## src/rtl/wash_pkg.sv

```systemverilog
package wash_pkg;

    typedef enum logic [1:0] {
        MODE_STD    = 2'd0,
        MODE_STRONG = 2'd1,
        MODE_GENTLE = 2'd2
    } wmode_e;

    typedef enum logic [1:0] {
        DUR_LONG  = 2'd0,
        DUR_MID   = 2'd1,
        DUR_SHORT = 2'd2
    } wdur_e;

    typedef enum logic [1:0] {
        T_IDLE,
        T_RUN,
        T_PAUSE
    } tstate_e;

    typedef enum logic [1:0] {
        A_STOP,
        A_ON,
        A_OFF
    } astate_e;

    typedef struct packed {
        wmode_e mode;
        wdur_e  dur;
    } wsel_t;

    localparam wsel_t SEL_DEFAULT = '{mode: MODE_STD, dur: DUR_LONG};
    localparam int unsigned MAX_ON_UNITS = 10;
    localparam int unsigned MAX_MINUTES  = 15;

    function automatic wmode_e next_mode(input wmode_e m);
        case (m)
            MODE_STD:    return MODE_STRONG;
            MODE_STRONG: return MODE_GENTLE;
            default:     return MODE_STD;
        endcase
    endfunction

    function automatic wdur_e next_dur(input wdur_e d);
        case (d)
            DUR_LONG: return DUR_MID;
            DUR_MID:  return DUR_SHORT;
            default:  return DUR_LONG;
        endcase
    endfunction

    function automatic int unsigned on_units(input wmode_e m);
        case (m)
            MODE_STRONG: return 10;
            MODE_GENTLE: return 5;
            default:     return 7;
        endcase
    endfunction

    function automatic int unsigned off_units(input wmode_e m);
        case (m)
            MODE_STRONG: return 4;
            default:     return 3;
        endcase
    endfunction

    function automatic int unsigned dur_minutes(input wdur_e d);
        case (d)
            DUR_MID:   return 10;
            DUR_SHORT: return 5;
            default:   return 15;
        endcase
    endfunction

endpackage

```

## src/rtl/wash_tick_gen.sv

```systemverilog
module wash_tick_gen #(
    parameter int unsigned DIV = 5_000_000
) (
    input  logic clk,
    input  logic rst,
    output logic tick
);
    localparam int unsigned CW = (DIV > 2) ? $clog2(DIV) : 1;

    logic [CW-1:0] cnt;

    assign tick = (cnt == CW'(DIV - 1));

    always_ff @(posedge clk) begin
        if (rst || tick) cnt <= '0;
        else             cnt <= cnt + 1'b1;
    end
endmodule

```

## src/rtl/wash_panel.sv

```systemverilog
module wash_panel
    import wash_pkg::*;
(
    input  logic  clk,
    input  logic  rst,
    input  logic  key_start,
    input  logic  key_mode,
    input  logic  key_dur,
    input  logic  idle,
    input  logic  expire,
    output wsel_t sel,
    output logic  start_press
);
    logic [2:0] prev;
    logic       mode_press;
    logic       dur_press;

    assign start_press = key_start & ~prev[0];
    assign mode_press  = key_mode  & ~prev[1];
    assign dur_press   = key_dur   & ~prev[2];

    always_ff @(posedge clk) begin
        if (rst) begin
            prev <= '0;
            sel  <= SEL_DEFAULT;
        end else begin
            prev <= {key_dur, key_mode, key_start};
            if (expire) begin
                sel <= SEL_DEFAULT;
            end else if (idle) begin
                if (mode_press) sel.mode <= next_mode(sel.mode);
                if (dur_press)  sel.dur  <= next_dur(sel.dur);
            end
        end
    end
endmodule

```

## src/rtl/wash_timer.sv

```systemverilog
module wash_timer
    import wash_pkg::*;
#(
    parameter int unsigned TICKS_PER_MIN = 600
) (
    input  logic    clk,
    input  logic    rst,
    input  logic    tick,
    input  logic    start_press,
    input  wdur_e   dur,
    output tstate_e state,
    output logic    expire,
    output logic    done
);
    localparam int unsigned EW = $clog2(MAX_MINUTES * TICKS_PER_MIN + 1);

    logic [EW-1:0] elapsed;
    logic [EW-1:0] last_tick;

    assign last_tick = EW'(dur_minutes(dur) * TICKS_PER_MIN - 1);
    assign expire    = (state == T_RUN) && tick && (elapsed == last_tick);

    always_ff @(posedge clk) begin
        if (rst) begin
            state   <= T_IDLE;
            elapsed <= '0;
            done    <= 1'b0;
        end else begin
            done <= expire;
            case (state)
                T_IDLE: begin
                    elapsed <= '0;
                    if (start_press) state <= T_RUN;
                end
                T_RUN: begin
                    if (expire) begin
                        state   <= T_IDLE;
                        elapsed <= '0;
                    end else begin
                        if (tick)        elapsed <= elapsed + 1'b1;
                        if (start_press) state   <= T_PAUSE;
                    end
                end
                T_PAUSE: begin
                    if (start_press) state <= T_RUN;
                end
                default: state <= T_IDLE;
            endcase
        end
    end
endmodule

```

## src/rtl/wash_agitator.sv

```systemverilog
module wash_agitator
    import wash_pkg::*;
#(
    parameter int unsigned UNIT_TICKS = 5
) (
    input  logic   clk,
    input  logic   rst,
    input  logic   tick,
    input  logic   run,
    input  wmode_e mode,
    output logic   fwd,
    output logic   rev
);
    localparam int unsigned CW = $clog2(MAX_ON_UNITS * UNIT_TICKS);

    astate_e       st;
    logic          dir_rev;
    logic [CW-1:0] cnt;
    logic [CW-1:0] len;

    always_comb begin
        if (st == A_OFF) len = CW'(off_units(mode) * UNIT_TICKS);
        else             len = CW'(on_units(mode) * UNIT_TICKS);
    end

    assign fwd = run && (st == A_ON) && !dir_rev;
    assign rev = run && (st == A_ON) &&  dir_rev;

    always_ff @(posedge clk) begin
        if (rst || !run) begin
            st      <= A_STOP;
            cnt     <= '0;
            dir_rev <= 1'b0;
        end else begin
            case (st)
                A_STOP: begin
                    st      <= A_ON;
                    cnt     <= '0;
                    dir_rev <= 1'b0;
                end
                A_ON: if (tick) begin
                    if (cnt == len - 1'b1) begin
                        st  <= A_OFF;
                        cnt <= '0;
                    end else begin
                        cnt <= cnt + 1'b1;
                    end
                end
                A_OFF: if (tick) begin
                    if (cnt == len - 1'b1) begin
                        st      <= A_ON;
                        cnt     <= '0;
                        dir_rev <= ~dir_rev;
                    end else begin
                        cnt <= cnt + 1'b1;
                    end
                end
                default: st <= A_STOP;
            endcase
        end
    end
endmodule

```

## src/rtl/wash_seq.sv

```systemverilog
module wash_seq
    import wash_pkg::*;
#(
    parameter int unsigned TICK_DIV      = 5_000_000,
    parameter int unsigned UNIT_TICKS    = 5,
    parameter int unsigned TICKS_PER_MIN = 600
) (
    input  logic       clk,
    input  logic       rst,
    input  logic       key_start,
    input  logic       key_mode,
    input  logic       key_dur,
    output logic       motor_fwd,
    output logic       motor_rev,
    output logic [1:0] mode_o,
    output logic [1:0] dur_o,
    output logic       running,
    output logic       done
);
    logic    tick;
    logic    start_press;
    logic    expire;
    wsel_t   sel;
    tstate_e tstate;

    wash_tick_gen #(.DIV(TICK_DIV)) u_tick (
        .clk  (clk),
        .rst  (rst),
        .tick (tick)
    );

    wash_panel u_panel (
        .clk         (clk),
        .rst         (rst),
        .key_start   (key_start),
        .key_mode    (key_mode),
        .key_dur     (key_dur),
        .idle        (tstate == T_IDLE),
        .expire      (expire),
        .sel         (sel),
        .start_press (start_press)
    );

    wash_timer #(.TICKS_PER_MIN(TICKS_PER_MIN)) u_timer (
        .clk         (clk),
        .rst         (rst),
        .tick        (tick),
        .start_press (start_press),
        .dur         (sel.dur),
        .state       (tstate),
        .expire      (expire),
        .done        (done)
    );

    wash_agitator #(.UNIT_TICKS(UNIT_TICKS)) u_agit (
        .clk  (clk),
        .rst  (rst),
        .tick (tick),
        .run  (tstate == T_RUN),
        .mode (sel.mode),
        .fwd  (motor_fwd),
        .rev  (motor_rev)
    );

    assign running = (tstate == T_RUN);
    assign mode_o  = sel.mode;
    assign dur_o   = sel.dur;
endmodule

```

## config.mk

```make
export PLATFORM = sky130hd
export DESIGN_NAME = wash_seq
export DESIGN_NICKNAME = d
export VERILOG_FILES = /design/src/rtl/wash_pkg.sv /design/src/rtl/wash_tick_gen.sv /design/src/rtl/wash_panel.sv /design/src/rtl/wash_timer.sv /design/src/rtl/wash_agitator.sv /design/src/rtl/wash_seq.sv
export SDC_FILE = /design/constraint.sdc
export NUM_CORES = 1
export LEC_CHECK = 0
export ABC_AREA = 1
export BUFFER_PORTS_ARGS = -buffer_cell sky130_fd_sc_hd__buf_4
export CAP_MARGIN = 0
export CELL_PAD_IN_SITES_DETAIL_PLACEMENT = 0
export CELL_PAD_IN_SITES_GLOBAL_PLACEMENT = 1
export CORE_ASPECT_RATIO = 1.75
export CORE_MARGIN = 4
export CORE_UTILIZATION = 48
export CTS_CLUSTER_DIAMETER = 50
export DETAILED_ROUTE_END_ITERATION = 6
export GPL_TIMING_DRIVEN = 0
export PLACE_DENSITY = 0.85
export SYNTH_ARGS = -nofsm -noshare
export SYNTH_HDL_FRONTEND = slang
export SYNTH_SLANG_ARGS = --single-unit
```

## constraint.sdc

```tcl
create_clock -name clk -period 3.2 [get_ports clk]
set_clock_uncertainty 0.1 [all_clocks]
set_input_delay 0.16 -clock clk [delete_from_list [all_inputs] [get_ports clk]]
set_output_delay 0.16 -clock clk [all_outputs]
set_load 0.005 [all_outputs]
```

==> results of run 1 <==
==> report_power, final <==
group | internal [mW] | switching (mW) | total (mW)
clock network | 0.298 | 0.280 | 0.578
logic | 0.0554 | 0.104 | 0.160
registers | 0.708 | 0.00957 | 0.718
total | 1.06 | 0.394 | 1.46
==> cell families (layout without fill, tap and decap cells) <==
group	after synthesis	in the layout	synth area share, %
simple gates	322	322	42.8
fa+ha+maj	14	14	4.98
flops	56	56	31.9
xor+xnor	15	15	3.74
buf+inv	86	108	9.75
compound gates	46	46	6.83
==> critical path: stages (launching register included) <==
cell,delay (ns)
dfxtp_1,0.35
inv_1,0.07
ha_1,0.20
buf_4,0.17
inv_2,0.13
nand3_1,0.11
nand3_1,0.10
nand3_1,0.09
nor2_1,0.25
nand2_1,0.21
nand3b_1,0.13
a21oi_1,0.07
==> routing by layer <==
layer | share of wire (%) | wire, um
met1 | 40 | 3400
met2 | 54 | 4590
met3 | 2.5 | 213
met4 | 2.9 | 243
met5 | 0 | 0
==> synthesized netlist by cell type, drive strengths merged <==
cell type	instances
nand2	132
clkbuf	3
xor2	11
nor3	19
a21oi	31
nor2	83
buf	7
o21ai	11
o31ai	1
o21a	1
ha	14
o21bai	1
nor4	2
xnor2	4
inv	76
or2	1
nand4	13
a211oi	1
nor3b	5
and3	1
nand3b	5
dfxtp	56
nand3	61
==> cells in the final DEF (no fill, tap or decap), types with 2 or more instances in the layout <==
cell type / n
clkbuf_1: 3
nand3b_1: 4
nand2_1: 123
ha_1: 14
nand3_2: 4
inv_1: 72
nand2_2: 7
nor2_4: 3
clkbuf_16: 5
buf_4: 13
buf_2: 4
o21ai_0: 10
nor3_1: 18
nand3_1: 57
xor2_1: 11
nand4_2: 2
xnor2_1: 4
dlygate4sd3_1: 3
nor3b_1: 5
a21oi_1: 31
nand4_1: 11
dfxtp_1: 56
nor2_2: 8
nor2_1: 72
nor4_1: 2
nand2_4: 2
inv_2: 4
==> metrics by stage <==
step	util (%)	std cells	worst slack (ns)	hold WS [ns]	cell area (um2)
4_1_cts	54.1	647	1.09	0.164	3890
2_1_floorplan	-	539	1.42	0.185	3520
3_3_place_gp	51.6	636	1.14	0.278	3710
5_1_grt	54.1	647	0.871	0.210	3890
6_report	54.1	647	1.10	0.169	3890
3_5_place_dp	51.6	636	1.11	0.285	3710
==> cell type report <==
cell class / instances / share of cell area [%]
sequential: 56 / 28.8
timing repair buffer: 14 / 2.90
buffer: 10 / 1.48
clock inverter: 3 / 0.708
clock buffer: 5 / 3.22
multi-input combinational: 397 / 52.8
tap: 86 / 2.77
inverter: 76 / 7.34
==> worst max path at each step <==
| stage | from | endpoint | cells after the start |
|---|---|---|---|
| 3_3_place_gp | u_panel.sel[1]$_SDFFE_PP0P_ | u_timer.elapsed[2]$_SDFFE_PP0P_ | 13 |
| 6_report | u_agit.st[0]$_SDFFE_PP0P_ | u_agit.cnt[3]$_SDFFE_PP0P_ | 11 |
| 2_1_floorplan | u_agit.st[0]$_SDFFE_PP0P_ | u_agit.st[0]$_SDFFE_PP0P_ | 15 |
| 3_5_place_dp | u_agit.st[0]$_SDFFE_PP0P_ | u_agit.st[0]$_SDFFE_PP0P_ | 13 |
| 4_1_cts | u_agit.st[0]$_SDFFE_PP0P_ | u_agit.cnt[3]$_SDFFE_PP0P_ | 11 |
| 5_1_grt | u_agit.st[0]$_SDFFE_PP0P_ | u_agit.st[0]$_SDFFE_PP0P_ | 15 |
==> state kept, by name, indices dropped and copies added (netlist names) <==
name / count
u_timer.elapsed: 14
u_agit.st: 2
u_panel.sel: 4
u_tick.cnt: 23
u_timer.state: 2
u_panel.prev: 3
u_agit.cnt: 6
u_timer.done: 1
u_agit.dir_rev: 1
==> what timing repair did <==
item | 4_1_cts | 5_1_grt
gates resized for setup | 0 | 0
hold buffers | 3 | 0
hold endpoints to repair | 3 | 0
==> qor.csv, run 1 <==
stage;metric;value;unit
sta;max-slew violation count;0;
pwr;Total Power;1.46;mW
grt;met3 Use GR;3.23;%
grt;pin count of the biggest net entering global routing;20;
sta;Slew HR;58.4;%
logic_synthesis;post-synth net total;558;
route;drt drc;0;
logic_synthesis;Seq/Total Area, Yosys;31.9;%
placement;Final HPWL DP;6.60;mm
grt;met1 Usage GRT;22.4;%
worst_setup_path;type of the worst setup path;flip-flop to flip-flop;
grt;GR Util met2;37.7;%
clock_tree;clock root buffer;clkbuf_16;
final_layout;Fill cells;759;
clock_tree;CTS tree;yes;
grt;vias in the first global route;3108;
floorplanning;Boundary Pins;13;
final_layout;register area;1120;um2
floorplanning;core footprint;7180;um2
worst_setup_path;worst reg2reg startpoint;u_agit.st[0]$_SDFFE_PP0P_;
final_layout;Multi-input gate area;2050;um2
worst_setup_path;Crit Path Max Fanout;9;
placement;port bufs;11;
route;Pre-antenna DRT Iters;4;
sta;fmax;0.476;GHz
logic_synthesis;top cell type's share of synthesized area;31.9;%
final_layout;Ant. Diodes;0;
logic_synthesis;Distinct cells, synth;35;
worst_hold_path;worst hold endpoint;u_panel.prev[0]$_SDFF_PP0_;
logic_synthesis;cell taking the most area after synthesis;dfxtp_1;
clock_tree;Clock Tree Buf Depth;2;
final_layout;layout cells sized above 1;10.5;%
sta;final worst path period need;2.10;ns
sta;unrepaired setup endpoints after global routing;no;
floorplanning;FP Rows;41;
worst_setup_path;R2R cell count;11;
route;Vias/cell;5.26;
flow_run;MaxCap Viol Count;0;
grt;grt total ovfl;0;
worst_hold_path;Hold Path Class;primary input to flip-flop;
route;DR vias;3404;
logic_synthesis;Synth Area per Inst;6.52;um2
worst_setup_path;CP endpoint kind;flip-flop;
logic_synthesis;mapped cell area;3520;um2
grt;first-pass GRT wire length;14.2;mm
sta;Worst-Margin Slew;0.623;ns
worst_setup_path;Worst R2R End;u_agit.cnt[3]$_SDFFE_PP0P_;
worst_setup_path;Startpoint Class;flip-flop;
floorplanning;die height;121;um
floorplanning;die width;72.7;um
final_layout;final net count;579;
clock_tree;TritonCTS buffer count;5;
worst_hold_path;hold depth;2;
route;Initial DRC Count;163;
floorplanning;die area;8810;um2
worst_setup_path;WP data required;3.28;ns
logic_synthesis;#FFs+latches synth;56;
clock_tree;CTS sink count;56;
sta;Final TNS setup;0;ns
final_layout;P&R area growth vs syn;10.6;%
route;antenna-violating nets left;0;
grt;GR peak layer;met2;
logic_synthesis;post-synthesis cell count;539;
placement;GP Congestion;0.842;
pwr;Leak;1.59;nW
route;Routed Wire Length;8.44;mm
grt;initial antenna violation count;0;
clock_tree;setup bufs post-CTS;0;
worst_setup_path;CP arrival;2.18;ns
clock_tree;Worst-Skew Late Latency;0.30;ns
worst_setup_path;R2R setup slack;1.10;ns
sta;Setup-failing EPs final;0;
logic_synthesis;yosys warns;0;
floorplanning;Starting Density;49.0;%
pwr;maximum VDD drop;275;uV
status;status;finished clean;
grt;All-Layer GR Usage;20.4;%
clock_tree;htree depth;2;
route;WL per Instance;13.0;um
clock_tree;CTS clk-pin slew, worst paths;0.08;ns
pwr;power per cell area;374;nW/um2
sta;period utilisation layout;65.6;%
logic_synthesis;top post-synthesis cells by area;dfxtp_1, nand2_1, nand3_1;
worst_hold_path;HP Start;rst;
sta;Fin. Hold Viols;0;
Note: power is estimated with default switching activity, not from simulation.
==> inputs of run 2 (changes only) <==
--- a/config.mk
+++ b/config.mk
@@ -12,11 +12,11 @@
 export CELL_PAD_IN_SITES_GLOBAL_PLACEMENT = 1
 export CORE_ASPECT_RATIO = 1.75
 export CORE_MARGIN = 4
-export CORE_UTILIZATION = 48
+export CORE_UTILIZATION = 40
 export CTS_CLUSTER_DIAMETER = 50
 export DETAILED_ROUTE_END_ITERATION = 6
 export GPL_TIMING_DRIVEN = 0
-export PLACE_DENSITY = 0.85
+export PLACE_DENSITY = 0.76
 export SYNTH_ARGS = -nofsm -noshare
 export SYNTH_HDL_FRONTEND = slang
 export SYNTH_SLANG_ARGS = --single-unit
==> constraint.sdc (replaced) <==
create_clock -name clk -period 1.9 [get_ports clk]
set_clock_uncertainty 0.1 [all_clocks]
set_input_delay 0.095 -clock clk [delete_from_list [all_inputs] [get_ports clk]]
set_output_delay 0.095 -clock clk [all_outputs]
set_load 0.005 [all_outputs]
==> run 2 against run 1 <==
Power rose by 72%. Largest power group unchanged. Routed wire length rose by 11%. Maximum frequency rose by 13%. Clock-buffer cell count rose by 3. Largest cell class unchanged. Global-route usage fell by 2.6 points. Worst hold slack got worse by 0.023 ns. Highest routed layer unchanged. Critical path type unchanged. Critical path depth rose by 2. Design area rose by 9.5%. Die area rose by 18%.
==> qor.csv, run 2 (same netlist as run 1, synthesis figures left out) <==
stage;metric;value;unit
placement;Cell Count Post-Placement;667;
pwr;maximum VDD drop;513;uV
final_layout;Largest regs;u_tick.cnt: 23 flops, u_timer.elapsed: 14 flops, u_agit.cnt: 6 flops;
worst_hold_path;hold depth;2;
worst_setup_path;Crit Path Max Fanout;8;
sta;final worst path period need;1.86;ns
route;Pre-antenna DRT Iters;4;
grt;pin count of the biggest net entering global routing;16;
floorplanning;FP Rows;45;
placement;port bufs;11;
final_layout;final net count;592;
worst_setup_path;WP data required;1.99;ns
floorplanning;die width;78.9;um
pwr;Total Power;2.50;mW
grt;grt total ovfl;0;
final_layout;Ant. Diodes;0;
floorplanning;die height;132;um
sta;Fin. Hold Viols;0;
pwr;power per cell area;587;nW/um2
worst_setup_path;CP endpoint kind;flip-flop;
route;drt drc;0;
worst_setup_path;type of the worst setup path;flip-flop to flip-flop;
route;Routed Wire Length;9.33;mm
clock_tree;Clock Tree Buf Depth;2;
status;status;finished clean;
clock_tree;htree depth;2;
final_layout;P&R area growth vs syn;21.1;%
final_layout;final std cells w/o fill;691;
sta;Fin Hold WS;0.146;ns
clock_tree;TritonCTS buffer count;5;
clock_tree;Worst-Skew Late Latency;0.30;ns
worst_setup_path;R2R cell count;13;
placement;Final HPWL DP;7.15;mm
worst_hold_path;worst hold endpoint;u_panel.prev[1]$_SDFF_PP0_;
final_layout;cell area after layout;4260;um2
clock_tree;CTS sink count;56;
worst_setup_path;Worst R2R End;u_timer.elapsed[9]$_SDFFE_PP0P_;
sta;Final TNS setup;0;ns
grt;All-Layer GR Usage;17.7;%
worst_setup_path;CP arrival;1.95;ns
clock_tree;clock root buffer;clkbuf_16;
route;Vias/cell;4.87;
sta;fmax;0.537;GHz
pwr;Leak;1.69;nW
sta;period utilisation layout;98.0;%
sta;Slew HR;54.5;%
sta;Setup-failing EPs final;0;
final_layout;most frequent cells in the layout;nand2_1, inv_1, nor2_1;
floorplanning;Starting Density;40.8;%
worst_setup_path;worst reg2reg startpoint;u_panel.sel[0]$_SDFFE_PP0P_;
sta;max-slew violation count;0;
sta;unrepaired setup endpoints after global routing;yes;
flow_run;MaxCap Viol Count;0;
worst_hold_path;HP Start;rst;
final_layout;max reg flops;23;
route;Initial DRC Count;170;
grt;first-pass GRT wire length;14.5;mm
placement;GP Congestion;0.910;
sta;Worst-Margin Slew;0.680;ns
final_layout;commonest non-fill, non-tap cell in the layout;nand2_1;
grt;initial antenna violation count;0;
clock_tree;CTS tree;yes;
final_layout;layout cells sized above 1;19.2;%
floorplanning;core footprint;8610;um2
placement;dpl cell area;3740;um2
route;DR vias;3362;
route;antenna-violating nets left;0;
floorplanning;die area;10400;um2
worst_setup_path;R2R setup slack;0.04;ns
clock_tree;CTS clk-pin slew, worst paths;0.06;ns
final_layout;largest register by flop count;u_tick.cnt;
worst_hold_path;Hold Path Class;primary input to flip-flop;
floorplanning;Boundary Pins;13;
worst_setup_path;Startpoint Class;flip-flop;
route;WL per Instance;13.5;um
grt;vias in the first global route;3085;
-- run 2: changes by cell type in the layout (fill, tap and decap cells not counted), sizes merged --
cell      before  now
clkbuf         8   11
clkinv         1    0
buf           18   31
inv           77   76
clkinvlp       1    0
-- run 2: through the flow --
stage          setup WS [ns]  utilization [%]
2_1_floorplan          0.124                -
3_3_place_gp          -0.235             43.5
3_5_place_dp          -0.255             43.5
4_1_cts              0.00400             46.4
5_1_grt              -0.0407             49.4
6_report              0.0371             49.4
-- run 2: layout make-up --
cell class                 count  area [um2]
fill                         884        4360
multi-input combinational    397        2240
sequential                    56        1140
inverter                      76         295
timing repair buffer          27         218
clock buffer                   8         146
tap                          117         146
buffer                        10        70.1
-- run 2: report_power, final --
part | switching (mW) | leakage, nW | internal, mW | total, mW
combinational | 0.215 | 1.17 | 0.141 | 0.356
sequential | 0.0201 | 0.458 | 1.19 | 1.21
clock | 0.403 | 0.0712 | 0.527 | 0.930
total | 0.638 | 1.69 | 1.86 | 2.50
-- run 2: routing by layer --
layer / vias up / wire length (um) / track usage, % / part of all wire [%]
met5: - / 0 / 0 / 0
met4: 0 / 375 / 8.99 / 4.0
met3: 19 / 155 / 2.19 / 1.7
met2: 36 / 5370 / 35.4 / 58
met1: 1517 / 3430 / 17.0 / 37
li1: 1790 / - / - / -
-- run 2: timing repair --
item	4_1_cts	5_1_grt
resized for setup	23	43
setup buffers	1	10
pin swaps	6	13
setup endpoints to repair	34	41
hold buffers	3	0
cloned	0	2
hold endpoints to repair	3	0
-- run 2: worst max-delay path by stage --
stage | start | slack (ns) | endpoint
2_1_floorplan | u_agit.st[0]$_SDFFE_PP0P_ | 0.12 | u_agit.st[0]$_SDFFE_PP0P_
3_3_place_gp | u_agit.st[0]$_SDFFE_PP0P_ | -0.23 | u_agit.cnt[3]$_SDFFE_PP0P_
3_5_place_dp | u_agit.st[0]$_SDFFE_PP0P_ | -0.26 | u_agit.cnt[3]$_SDFFE_PP0P_
4_1_cts | u_panel.sel[0]$_SDFFE_PP0P_ | 0.004 | u_timer.elapsed[2]$_SDFFE_PP0P_
5_1_grt | u_agit.st[0]$_SDFFE_PP0P_ | -0.04 | u_agit.st[0]$_SDFFE_PP0P_
6_report | u_panel.sel[0]$_SDFFE_PP0P_ | 0.04 | u_timer.elapsed[9]$_SDFFE_PP0P_
-- run 2: worst max-delay path, stage by stage (launching register included) --
cell	delay, ns
dfxtp_4	0.37
inv_2	0.06
ha_4	0.27
inv_1	0.04
nand2_2	0.06
nand2_1	0.07
nor2_1	0.12
nand3_1	0.09
nor2_1	0.14
nand2_2	0.12
nand2_4	0.11
nand2_8	0.08
nand3_1	0.08
nor2_1	0.05
